File: src/rtl/fifo_chain_ctrl.sv
module fifo_chain_ctrl #(
  parameter int ADDR_W = 4
) (
  input  logic clk,
  input  logic rst_n,
  input  logic cascade,
  input  logic first_load,
  input  logic xin,
  input  logic wr_req,
  input  logic rd_req,
  input  logic full,
  input  logic empty,
  input  logic half_full,
  input  logic rt_req,
  output logic wr_en,
  output logic rd_en,
  output logic rt_en,
  output logic xout
);
  localparam logic [ADDR_W-1:0] LAST = '1;

  logic has_wr, has_rd, xo_q, pend_w, pend_r;
  logic [ADDR_W-1:0] wp, rp;
  logic hit_w, hit_r, want_w, want_r, emit, emit_w, emit_r;

  assign wr_en = wr_req & ~full  & (~cascade | has_wr);
  assign rd_en = rd_req & ~empty & (~cascade | has_rd);
  assign rt_en = rt_req & ~cascade;
  assign xout  = cascade ? xo_q : half_full;

  assign hit_w  = cascade & wr_en & (wp == LAST);
  assign hit_r  = cascade & rd_en & (rp == LAST);
  assign want_w = pend_w | hit_w;
  assign want_r = pend_r | hit_r;
  assign emit   = ~xo_q & (want_w | want_r);
  assign emit_w = emit & want_w;
  assign emit_r = emit & ~want_w & want_r;

  always_ff @(posedge clk) begin
    if (!rst_n) begin
      has_wr <= first_load;
      has_rd <= first_load;
      wp     <= '0;
      rp     <= '0;
      xo_q   <= 1'b0;
      pend_w <= 1'b0;
      pend_r <= 1'b0;
    end else begin
      xo_q   <= emit;
      pend_w <= want_w & ~emit_w;
      pend_r <= want_r & ~emit_r;
      if (wr_en) wp <= wp + 1'b1;
      if (rd_en) rp <= rp + 1'b1;
      if (cascade) begin
        has_wr <= (has_wr & ~hit_w) | (xin & ~has_wr);
        has_rd <= (has_rd & ~hit_r) | (xin & has_wr);
      end
    end
  end

  a_r3_release_write: assert property (@(posedge clk) disable iff (!rst_n)
    (cascade && wr_en && wp == LAST) |=> !wr_en);

  a_r5_release_read: assert property (@(posedge clk) disable iff (!rst_n)
    (cascade && rd_en && rp == LAST) |=> !rd_en);

  a_r4_pulse_after_wrap: assert property (@(posedge clk) disable iff (!rst_n)
    (cascade && wr_en && wp == LAST && !xout) |=> xout);

  a_r5_one_cycle_pulse: assert property (@(posedge clk) disable iff (!rst_n)
    (cascade && xout) |=> !xout);

  a_r6_token_needs_xin: assert property (@(posedge clk) disable iff (!rst_n)
    $rose(has_wr) |-> $past(xin));

  a_r8_no_token_change_alone: assert property (@(posedge clk) disable iff (!rst_n)
    !cascade |=> $stable(has_wr) && $stable(has_rd));
endmodule

File: config.mk
export PLATFORM = sky130hd
export DESIGN_NAME = fifo_chain_ctrl
export DESIGN_NICKNAME = d
export VERILOG_FILES = /design/src/rtl/fifo_chain_ctrl.sv
export SDC_FILE = /design/constraint.sdc
export NUM_CORES = 1
export LEC_CHECK = 0
export BUFFER_PORTS_ARGS = -buffer_cell sky130_fd_sc_hd__buf_4
export CAP_MARGIN = 10
export CORE_UTILIZATION = 45
export DETAILED_ROUTE_END_ITERATION = 16
export PLACE_DENSITY_LB_ADDON = 0.15
export REMOVE_ABC_BUFFERS = 1
export SYNTH_ARGS = -nofsm -noshare
export SYNTH_HDL_FRONTEND = slang
export SYNTH_SLANG_ARGS = --single-unit
File: constraint.sdc
create_clock -name clk -period 1.3 [get_ports clk]
set_clock_uncertainty 0.05 [all_clocks]
set_input_delay 0.065 -clock clk [delete_from_list [all_inputs] [get_ports clk]]
set_output_delay 0.065 -clock clk [all_outputs]
set_load 0.03 [all_outputs]
==> results of run 1 <==
logic make-up (layout without fill, tap and decap cells):
| logic type | Yosys count | in the layout | share of synthesized area [%] |
|---|---|---|---|
| compound gates | 22 | 22 | 21.2 |
| fa+ha+maj | 2 | 2 | 3.72 |
| buf+inv | 9 | 38 | 6.70 |
| flops | 13 | 13 | 41.7 |
| mux | 1 | 1 | 1.68 |
| simple gates | 27 | 27 | 25.0 |
final cells by class:
type	count	area, um^2	area share [%]
multi-input combinational	52	388	40.3
sequential	13	285	29.6
timing repair buffer	29	225	23.4
clock buffer	4	26.3	2.73
inverter	5	18.8	1.95
tap	15	18.8	1.95
cells in the final DEF, fill, tap and decap left out, drive strengths merged:
cell type / count
edfxtp: 2
or3b: 2
nor3: 2
clkinv: 1
or3: 2
nand3: 2
nand2: 2
o21ai: 5
mux2: 1
a31oi: 1
o221a: 1
dfxtp: 11
or4: 4
nand2b: 3
nor2b: 2
clkbuf: 4
a21oi: 8
nand4: 2
and3: 1
nor2: 4
o31ai: 6
and2b: 1
o311a: 1
inv: 4
buf: 29
ha: 2
power by group through the flow:
| stage | Clock [W] | Combinational [W] | Sequential (W) |
|---|---|---|---|
| floorplan | 0 | 0.0000616 | 0.000438 |
| global placement | 0 | 0.000132 | 0.000438 |
| detailed placement | 0 | 0.000134 | 0.000438 |
| CTS | 0.000261 | 0.000155 | 0.000430 |
| global route | 0.000289 | 0.000178 | 0.000434 |
| finish | 0.000257 | 0.000160 | 0.000433 |
state kept, by name (all words and copies together) (netlist names):
name	flops
rp	4
wp	4
has_rd	1
has_wr	1
pend_r	1
pend_w	1
xo_q	1
routing by layer:
layer | wire length, um | global-route usage [%] | vias up
met1 | 700 | 27.6 | 292
met3 | 63 | 8.15 | 0
met2 | 759 | 32.1 | 24
met5 | 0 | 0 | -
li1 | - | - | 333
met4 | 0 | 5.00 | 0
worst min-delay path, delay by kind of cell:
family,cells,cell delay [ns]
compound gates,1,0.05
buf+inv,1,0.09
simple gates,1,0.04
what timing repair did:
action                                  in CTS  in global routing
endpoints found under the setup margin       4                 10
buffers inserted                             5                  2
gates resized for setup                     11                  6
pin swaps                                    3                  6
hold buffers                                 0                  0
stage by stage:
stage | hold slack (ns) | cell area, um^2 | setup TNS, ns | std cells | total power [W]
floorplan | 0.161 | 646 | -0.0858 | 70 | 0.000500
global route | 0.0153 | 962 | -0.282 | 118 | 0.000901
finish | 0.0248 | 962 | -0.00265 | 118 | 0.000850
detailed placement | 0.312 | 830 | -0.0140 | 107 | 0.000572
global placement | 0.309 | 830 | 0 | 107 | 0.000569
CTS | 0.0166 | 921 | -0.00414 | 116 | 0.000846
path summary, 6_finish.rpt:
| path | start | end | slack, ns | depth (start not counted) |
|---|---|---|---|---|
| worst max-delay path | wp[1]$_SDFFE_PN0N_ | wp[2]$_SDFFE_PN0N_ | -0.003 | 4 |
| worst min-delay path | first_load | has_wr$_DFFE_PP_ | 0.02 | 3 |
| worst max register to register | wp[1]$_SDFFE_PN0N_ | wp[2]$_SDFFE_PN0N_ | -0.003 | 4 |
| worst min register to register | rp[3]$_SDFFE_PN0N_ | rp[3]$_SDFFE_PN0N_ | 0.45 | 2 |
==> out/metrics.csv, run 1 <==
metric,value,unit
status,finished with violations,
failing checks,negative setup slack,
initial DRC count,11,
Area growth syn-to-layout,43.2,%
GRT Total Usage,21.0,%
combinational power share,18.8,%
Cell variety after synth,28,
Via density,5.50,
critical path's top delay family,simple AND/OR/NAND/NOR gates,
Sink Count,13,
Power per Cell Area,883,mW/mm^2
CP startpoint kind,register,
top post-synthesis cells by area,"dfxtp_1 (33%), edfxtp_1 (8.9%), a21oi_1 (6.0%), o31ai_1 (5.6%), or4_1 (4.5%)",
f_max,768,MHz
first-pass GRT wire length,2280,um
clk root buf,clkbuf_4,
sequential fraction of the synthesis area,41.7,%
share of layout cells above drive strength 1,47.6,%
Setup Viol. Count Final,1,
RSZ-0062 raised after global routing,true,
total gr overflow,0,
WL/cell,12.9,um
die width,40.6,um
final core utilization,71.3,%
sequential share of power,50.9,%
CP arrival,1.47,ns
Max stage delay on crit path,0.51,ns
synth warn,0,
largest net degree at the start of global routing,12,
slowest cell on the critical path,or4_4,
Clock transition at path regs,0.08,ns
fin worst setup slack,-0.00265,ns
syn_area_per_cell,9.08,um^2
Synth top area share,32.8,%
die area,0.00165,mm^2
Final Cycle Share,100,%
"EDFF count, synth",2,
"count leader, synth",dfxtp_1,
Hold Path Class,in -> reg,
leakage power,0.392,nW
Vias,649,
DP HPWL,963,um
Ant. Diodes,0,
Clock Latency Late Sink,0.28,ns
core area,0.00135,mm^2
CTS max path bufs,2,
Tmin final,1.30,ns
Initial Util,49.8,%
IO Pins,15,
Yosys reg bits,13,
crit path kind,reg -> reg,
peak fanout along the critical path,2,
Max Cap Viol,0,
ys flop type,dfxtp_1,
actual slew at the worst max-slew pin,0.411,ns
mapped cell area,672,um^2
crit path buf inv count,1,
# rows,13,
Psw,0.000223,W
internal power,0.000627,W
Layout fillers,100,
leading area contributor after synthesis,dfxtp_1,
number of remaining DRC errors,0,
Slew Limit Fails,0,
CTS Buf Count,3,
Port Buffers,14,
clock share of power,30.2,%
most frequent cells after synthesis,"dfxtp_1 (11), a21oi_1 (8), o21ai_0 (5), o31ai_1 (5)",
Final ANT Viol Nets,0,
Peak supply drop,0.000553,V
CTS tree,yes,
H-Tree Depth,1,
Final Hold Vio Count,0,
Rel. slew slack,72.6,%
GPL Wtd Cong,0.667,
"wirelength, routed",1520,um
initial antenna violation count,0,
cell count after synthesis,74,
ys async rst share,0,%
sw frac,26.2,%
final net count,117,
CP Capture Type,register,
pre-CTS WS,-0.0140,ns
CP required,1.47,ns
first-pass detailed-route iteration total,4,
Vert. Die Dim,40.6,um
number of global-route vias before repair,535,
crit path cell chain,"ha_4, inv_2, or4_4, a21oi_2",
(Power assumes the default switching activity.)
==> run 2, diff against run 1 <==
- CELL_PAD_IN_SITES_DETAIL_PLACEMENT: default -> 1
- CELL_PAD_IN_SITES_GLOBAL_PLACEMENT: default -> 1
- CORE_UTILIZATION: 45 -> 34
==> out/metrics.csv, run 2 (synthesis gave the netlist of run 1 again) <==
metric,value,unit,change
status,finished with violations,,
failing checks,negative setup slack,,
Rel. slew slack,79.8,%,+7.2 points
clk root buf,clkbuf_4,,
peak fanout along the critical path,5,,+3
CTS max path bufs,2,,unchanged
share of layout cells above drive strength 1,46.5,%,-1.0 points
Final Hold Vio Count,0,,unchanged
CP Capture Type,output pin,,
Worst R2R Start,rp[0]$_SDFFE_PN0N_,,
Final Cycle Share,101,%,+0.73 points
sequential share of power,51.8,%,+0.9 points
Vert. Die Dim,46.5,um,+14%
CTS Buf Count,3,,unchanged
DP HPWL,1170,um,+21%
Hold Path Class,in -> reg,,
# rows,15,,+2
slowest cell on the critical path,edfxtp_1,,
Psw,0.000213,W,-4.3%
hold path start,first_load,,
total gr overflow,0,,unchanged
leakage power,0.382,nW,-2.5%
Ant. Diodes,0,,unchanged
Initial Util,37.7,%,-12 points
Vias,649,,unchanged
final hold slack,0.0366,ns,+0.0118 ns
f_max,762,MHz,-0.72%
"wirelength, routed",1640,um,+7.9%
die width,46.5,um,+14%
die area,0.00216,mm^2,+31%
number of remaining DRC errors,0,,unchanged
Slew Limit Fails,0,,unchanged
overall power,0.000835,W,-1.7%
sw frac,25.6,%,-0.69 points
Worst R2R Setup Slack,-0.01,ns,about the same
crit path buf inv count,2,,+1
RSZ-0062 raised after global routing,true,,
R2R depth,4,,unchanged
initial antenna violation count,0,,unchanged
Clock transition at path regs,0.08,ns,about the same
H-Tree Depth,1,,unchanged
Final ANT Viol Nets,0,,unchanged
Clock Latency Late Sink,0.27,ns,about the same
IO Pins,15,,unchanged
first-pass GRT wire length,2640,um,+16%
worst hold stages,3,,unchanged
Tmin final,1.31,ns,+0.00949 ns
actual slew at the worst max-slew pin,0.300,ns,-0.111 ns
critical path's top delay family,flip-flops,,
GRT Total Usage,17.2,%,-3.8 points
largest net degree at the start of global routing,11,,-1
Power per Cell Area,874,mW/mm^2,-1.1%
Max stage delay on crit path,0.43,ns,-0.08 ns
CTS tree,yes,,
final net count,115,,-1.7%
hold-fix buffers at CTS,0,,unchanged
initial DRC count,8,,-3
most frequent cells in the layout,"buf_4 (24), dfxtp_1 (7), o31ai_1 (5), a21oi_1 (5)",,
Max Cap Viol,0,,unchanged
Via density,5.15,,-6.3%
number of global-route vias before repair,609,,+14%
WL/cell,13.0,um,+1.1%
worst r2r dst,rp[2]$_SDFFE_PN0N_,,
core area,0.00178,mm^2,+32%
internal power,0.000622,W,-0.82%
WHS Endpoint,has_wr$_DFFE_PP_,,
CP arrival,1.20,ns,-0.27 ns
crit path cell chain,"nor2b_2, buf_6, nor2_2, buf_6",,
Area growth syn-to-layout,42.3,%,
fin worst setup slack,-0.0121,ns,-0.00949 ns
largest registers,"rp x4, wp x4",,
combinational power share,18.7,%,about the same
Peak supply drop,0.000460,V,-17%
GPL Wtd Cong,0.744,,+11%
"most used cell, CP",buf_6,,
clock share of power,29.5,%,-0.7 points
CP required,1.19,ns,-0.28 ns
crit path kind,reg -> out,,
"leading cell type in the layout, fill and taps excluded",buf_4,,
Setup Viol. Count Final,2,,+1
Sink Count,13,,unchanged
first-pass detailed-route iteration total,4,,unchanged
CP startpoint kind,register,,
Port Buffers,14,,unchanged
launch point of the worst path,has_wr$_DFFE_PP_,,
run 2: changes by cell type in the layout (fill, tap and decap cells not counted), sizes merged:
| cell | delta |
|---|---|
| buf | -2 |
run 2: cell type report:
type / instances / area, um^2
inverters: 5 / 18.8
multi-input cells: 52 / 387
repair buffers: 27 / 208
fillers: 208 / 827
clock buffers: 4 / 26.3
well taps: 25 / 31.3
flip-flops and latches: 13 / 285
run 2: through the flow:
stage	area (um^2)	setup WS, ns	TNS (ns)	std cells	util, %
after CTS	921	-0.0147	-0.0147	124	51.6
final	956	-0.0121	-0.0201	126	53.6
after floorplan	646	-0.0612	-0.0858	70	-
after global placement	850	-0.00489	-0.00489	118	47.6
after global routing	956	-0.0879	-0.335	126	53.6
after detailed placement	850	-0.0257	-0.0491	118	47.6
run 2: routing by layer:
layer  GRT usage (%)  up-vias  wire length, um
li1                -      326                -
met1            22.0      309              775
met2            27.8       12              786
met3            4.71        2               68
met4            5.29        0               13
met5               0        -                0
run 2: power by group through the flow:
stage	combinational, W	sequential, W	clock, W
after floorplan	0.0000616	0.000438	0
after global placement	0.000134	0.000438	0
after detailed placement	0.000136	0.000439	0
after CTS	0.000148	0.000432	0.000257
after global routing	0.000172	0.000434	0.000285
final	0.000156	0.000432	0.000246
run 2: what timing repair did:
item / in CTS / in global routing
buffers inserted: 1 / 2
setup endpoints to repair: 4 / 11
pin swaps: 4 / 3
gates cloned: 1 / 0
hold endpoints to repair: 0 / 0
resized for setup: 11 / 6
run 2: how the worst max path moves through the flow:
stage,slack (ns),end,cells after the start
2_1_floorplan,-0.06,xo_q$_SDFF_PN0_,3
3_3_place_gp,-0.005,wp[3]$_SDFFE_PN0N_,4
3_5_place_dp,-0.03,wp[3]$_SDFFE_PN0N_,4
4_1_cts,-0.01,wr_en,4
5_1_grt,-0.09,wr_en,4
6_report,-0.01,wr_en,4
run 2: worst reg2reg max path, cell delays in order (launching register included):
cell and delay [ns]:
dfxtp_2 0.34, ha_2 0.18, inv_1 0.06, or4_4 0.51
a21oi_2 0.12
==> run 3, diff against run 2 <==
- REMOVE_ABC_BUFFERS: 1 -> default
==> out/metrics.csv, run 3 (synthesis gave the netlist of run 1 again) <==
metric,value,unit,change
status,finished with violations,,
failing checks,negative setup slack,,
# rows,15,,unchanged
CTS Buf Count,3,,unchanged
share of layout cells above drive strength 1,56.2,%,+9.7 points
CP startpoint kind,register,,
Final ANT Viol Nets,0,,unchanged
Vert. Die Dim,46.5,um,unchanged
H-Tree Depth,1,,unchanged
overall power,0.000891,W,+6.7%
core area,0.00178,mm^2,unchanged
fin worst setup slack,-0.0368,ns,-0.0246 ns
finished layout cell area,0.00104,mm^2,+8.5%
f_max,748,MHz,-1.8%
Area growth syn-to-layout,54.4,%,
Sink Count,13,,unchanged
GPL Wtd Cong,0.746,,+0.34%
Mapped Nets,87,,
largest registers,"rp x4, wp x4",,
dpl cell area,857,um^2,+0.88%
die area,0.00216,mm^2,unchanged
Final Cycle Share,103,%,+1.9 points
final net count,119,,+3.5%
Clock Latency Late Sink,0.29,ns,+0.02 ns
total gr overflow,0,,unchanged
CP Capture Type,register,,
Power per Cell Area,859,mW/mm^2,-1.7%
actual slew at the worst max-slew pin,0.336,ns,+0.0356 ns
clk root buf,clkbuf_4,,
Rel. slew slack,77.4,%,-2.4 points
Max Cap Viol,0,,unchanged
GRT Total Usage,20.0,%,+2.8 points
hold path start,rst_n,,
Worst R2R Setup Slack,-0.04,ns,-0.02 ns
Ant. Diodes,0,,unchanged
"wirelength, routed",1950,um,+19%
CP arrival,1.38,ns,+0.18 ns
Worst R2R Start,has_wr$_DFFE_PP_,,
Setup Viol. Count Final,4,,+2
initial antenna violation count,0,,unchanged
peak fanout along the critical path,3,,-2
CTS max path bufs,2,,unchanged
Slew Limit Fails,0,,unchanged
Port Buffers,14,,unchanged
Initial Util,37.7,%,unchanged
number of remaining DRC errors,0,,unchanged
most frequent cells in the layout,"buf_4 (25), dfxtp_1 (7), buf_6 (6), o31ai_1 (5), a21oi_2 (5)",,
crit path kind,reg -> reg,,
Hold Path Class,in -> reg,,
hold-fix buffers at CTS,0,,unchanged
WHS Endpoint,xo_q$_SDFF_PN0_,,
CTS tree,yes,,
largest net degree at the start of global routing,9,,-2
number of global-route vias before repair,680,,+12%
crit path buf inv count,1,,-1
initial DRC count,9,,+1
critical path's top delay family,flip-flops,,
WL/cell,15.0,um,+15%
Final Hold Vio Count,0,,unchanged
"leading cell type in the layout, fill and taps excluded",buf_4,,
first-pass GRT wire length,2900,um,+10%
crit path cell chain,"nor2b_4, buf_4, nor3_1, o31ai_1",,
Max stage delay on crit path,0.45,ns,+0.02 ns
leakage power,0.413,nW,+8.1%
Clock transition at path regs,0.09,ns,about the same
slowest cell on the critical path,edfxtp_1,,
Vias,683,,+5.2%
worst hold stages,2,,-1
R2R depth,4,,unchanged
Tmin final,1.34,ns,+0.0246 ns
IO Pins,15,,unchanged
DP HPWL,1270,um,+8.7%
pre-CTS WS,-0.0311,ns,-0.00543 ns
CP required,1.34,ns,+0.15 ns
Via density,5.25,,+2.0%
Peak supply drop,0.000745,V,+62%
worst r2r dst,has_wr$_DFFE_PP_,,
first-pass detailed-route iteration total,3,,-1
RSZ-0062 raised after global routing,true,,
die width,46.5,um,unchanged
-- run 3: cell count changes in the layout (fill, tap and decap cells not counted), moves of 2 or more --
cell     previous run  this run
a21oi_1             5         3
a21oi_2             3         5
buf_6               2         6
nand3_1             2         0
nand3_2             0         2
-- run 3: repair_timing --
item                       in CTS  in global routing
setup buffers                   4                  3
resized for setup              13                 17
cloned                          0                  0
hold endpoints to repair        0                  0
setup endpoints to repair       6                 12
pin swaps                       5                  6
-- run 3: how the worst max path moves through the flow --
| stage | from | end | slack [ns] | cells past startpoint |
|---|---|---|---|---|
| 6_report | has_wr$_DFFE_PP_ | has_wr$_DFFE_PP_ | -0.04 | 4 |
| 5_1_grt | has_wr$_DFFE_PP_ | has_wr$_DFFE_PP_ | -0.10 | 4 |
| 4_1_cts | has_wr$_DFFE_PP_ | wp[1]$_SDFFE_PN0N_ | -0.02 | 5 |
| 3_5_place_dp | rp[0]$_SDFFE_PN0N_ | rp[2]$_SDFFE_PN0N_ | -0.03 | 4 |
| 3_3_place_gp | rp[0]$_SDFFE_PN0N_ | rp[2]$_SDFFE_PN0N_ | 0.01 | 4 |
| 2_1_floorplan | wp[0]$_SDFFE_PN0N_ | wp[2]$_SDFFE_PN0N_ | 0.03 | 4 |
-- run 3: stage by stage --
stage / hold WS, ns / std cells / TNS, ns / util (%)
after floorplan: 0.161 / 74 / 0 / -
after global placement: 0.314 / 119 / 0 / 48.1
after detailed placement: 0.319 / 119 / -0.0507 / 48.1
after CTS: 0.0158 / 127 / -0.0581 / 53.8
after global routing: 0.0250 / 130 / -0.578 / 58.2
final: 0.0238 / 130 / -0.0957 / 58.2
-- run 3: per-layer routing --
layer	global-route usage (%)	vias to the layer above	routed length, um
met5	0	-	0
met2	31.9	11	949
met1	24.4	331	908
li1	-	337	-
met3	3.53	4	61
met4	12.4	0	31
-- run 3: power breakdown --
part           internal, W  switching, W
clock network     0.000119      0.000148
registers         0.000422     0.0000112
logic             0.000101     0.0000890
-- run 3: worst register-to-register path: stages (launching register included) --
cell and delay [ns]:
edfxtp_1 0.45, nor2b_4 0.17, buf_4 0.14, nor3_1 0.05
o31ai_1 0.29
-- run 3: area by class of cell --
cell class	instances	area [um^2]
Tap cell	25	31.3
Clock buffer	4	26.3
Sequential cell	13	285
Fill cell	213	746
Multi-Input combinational cell	52	420
Inverter	5	18.8
Timing Repair Buffer	31	255
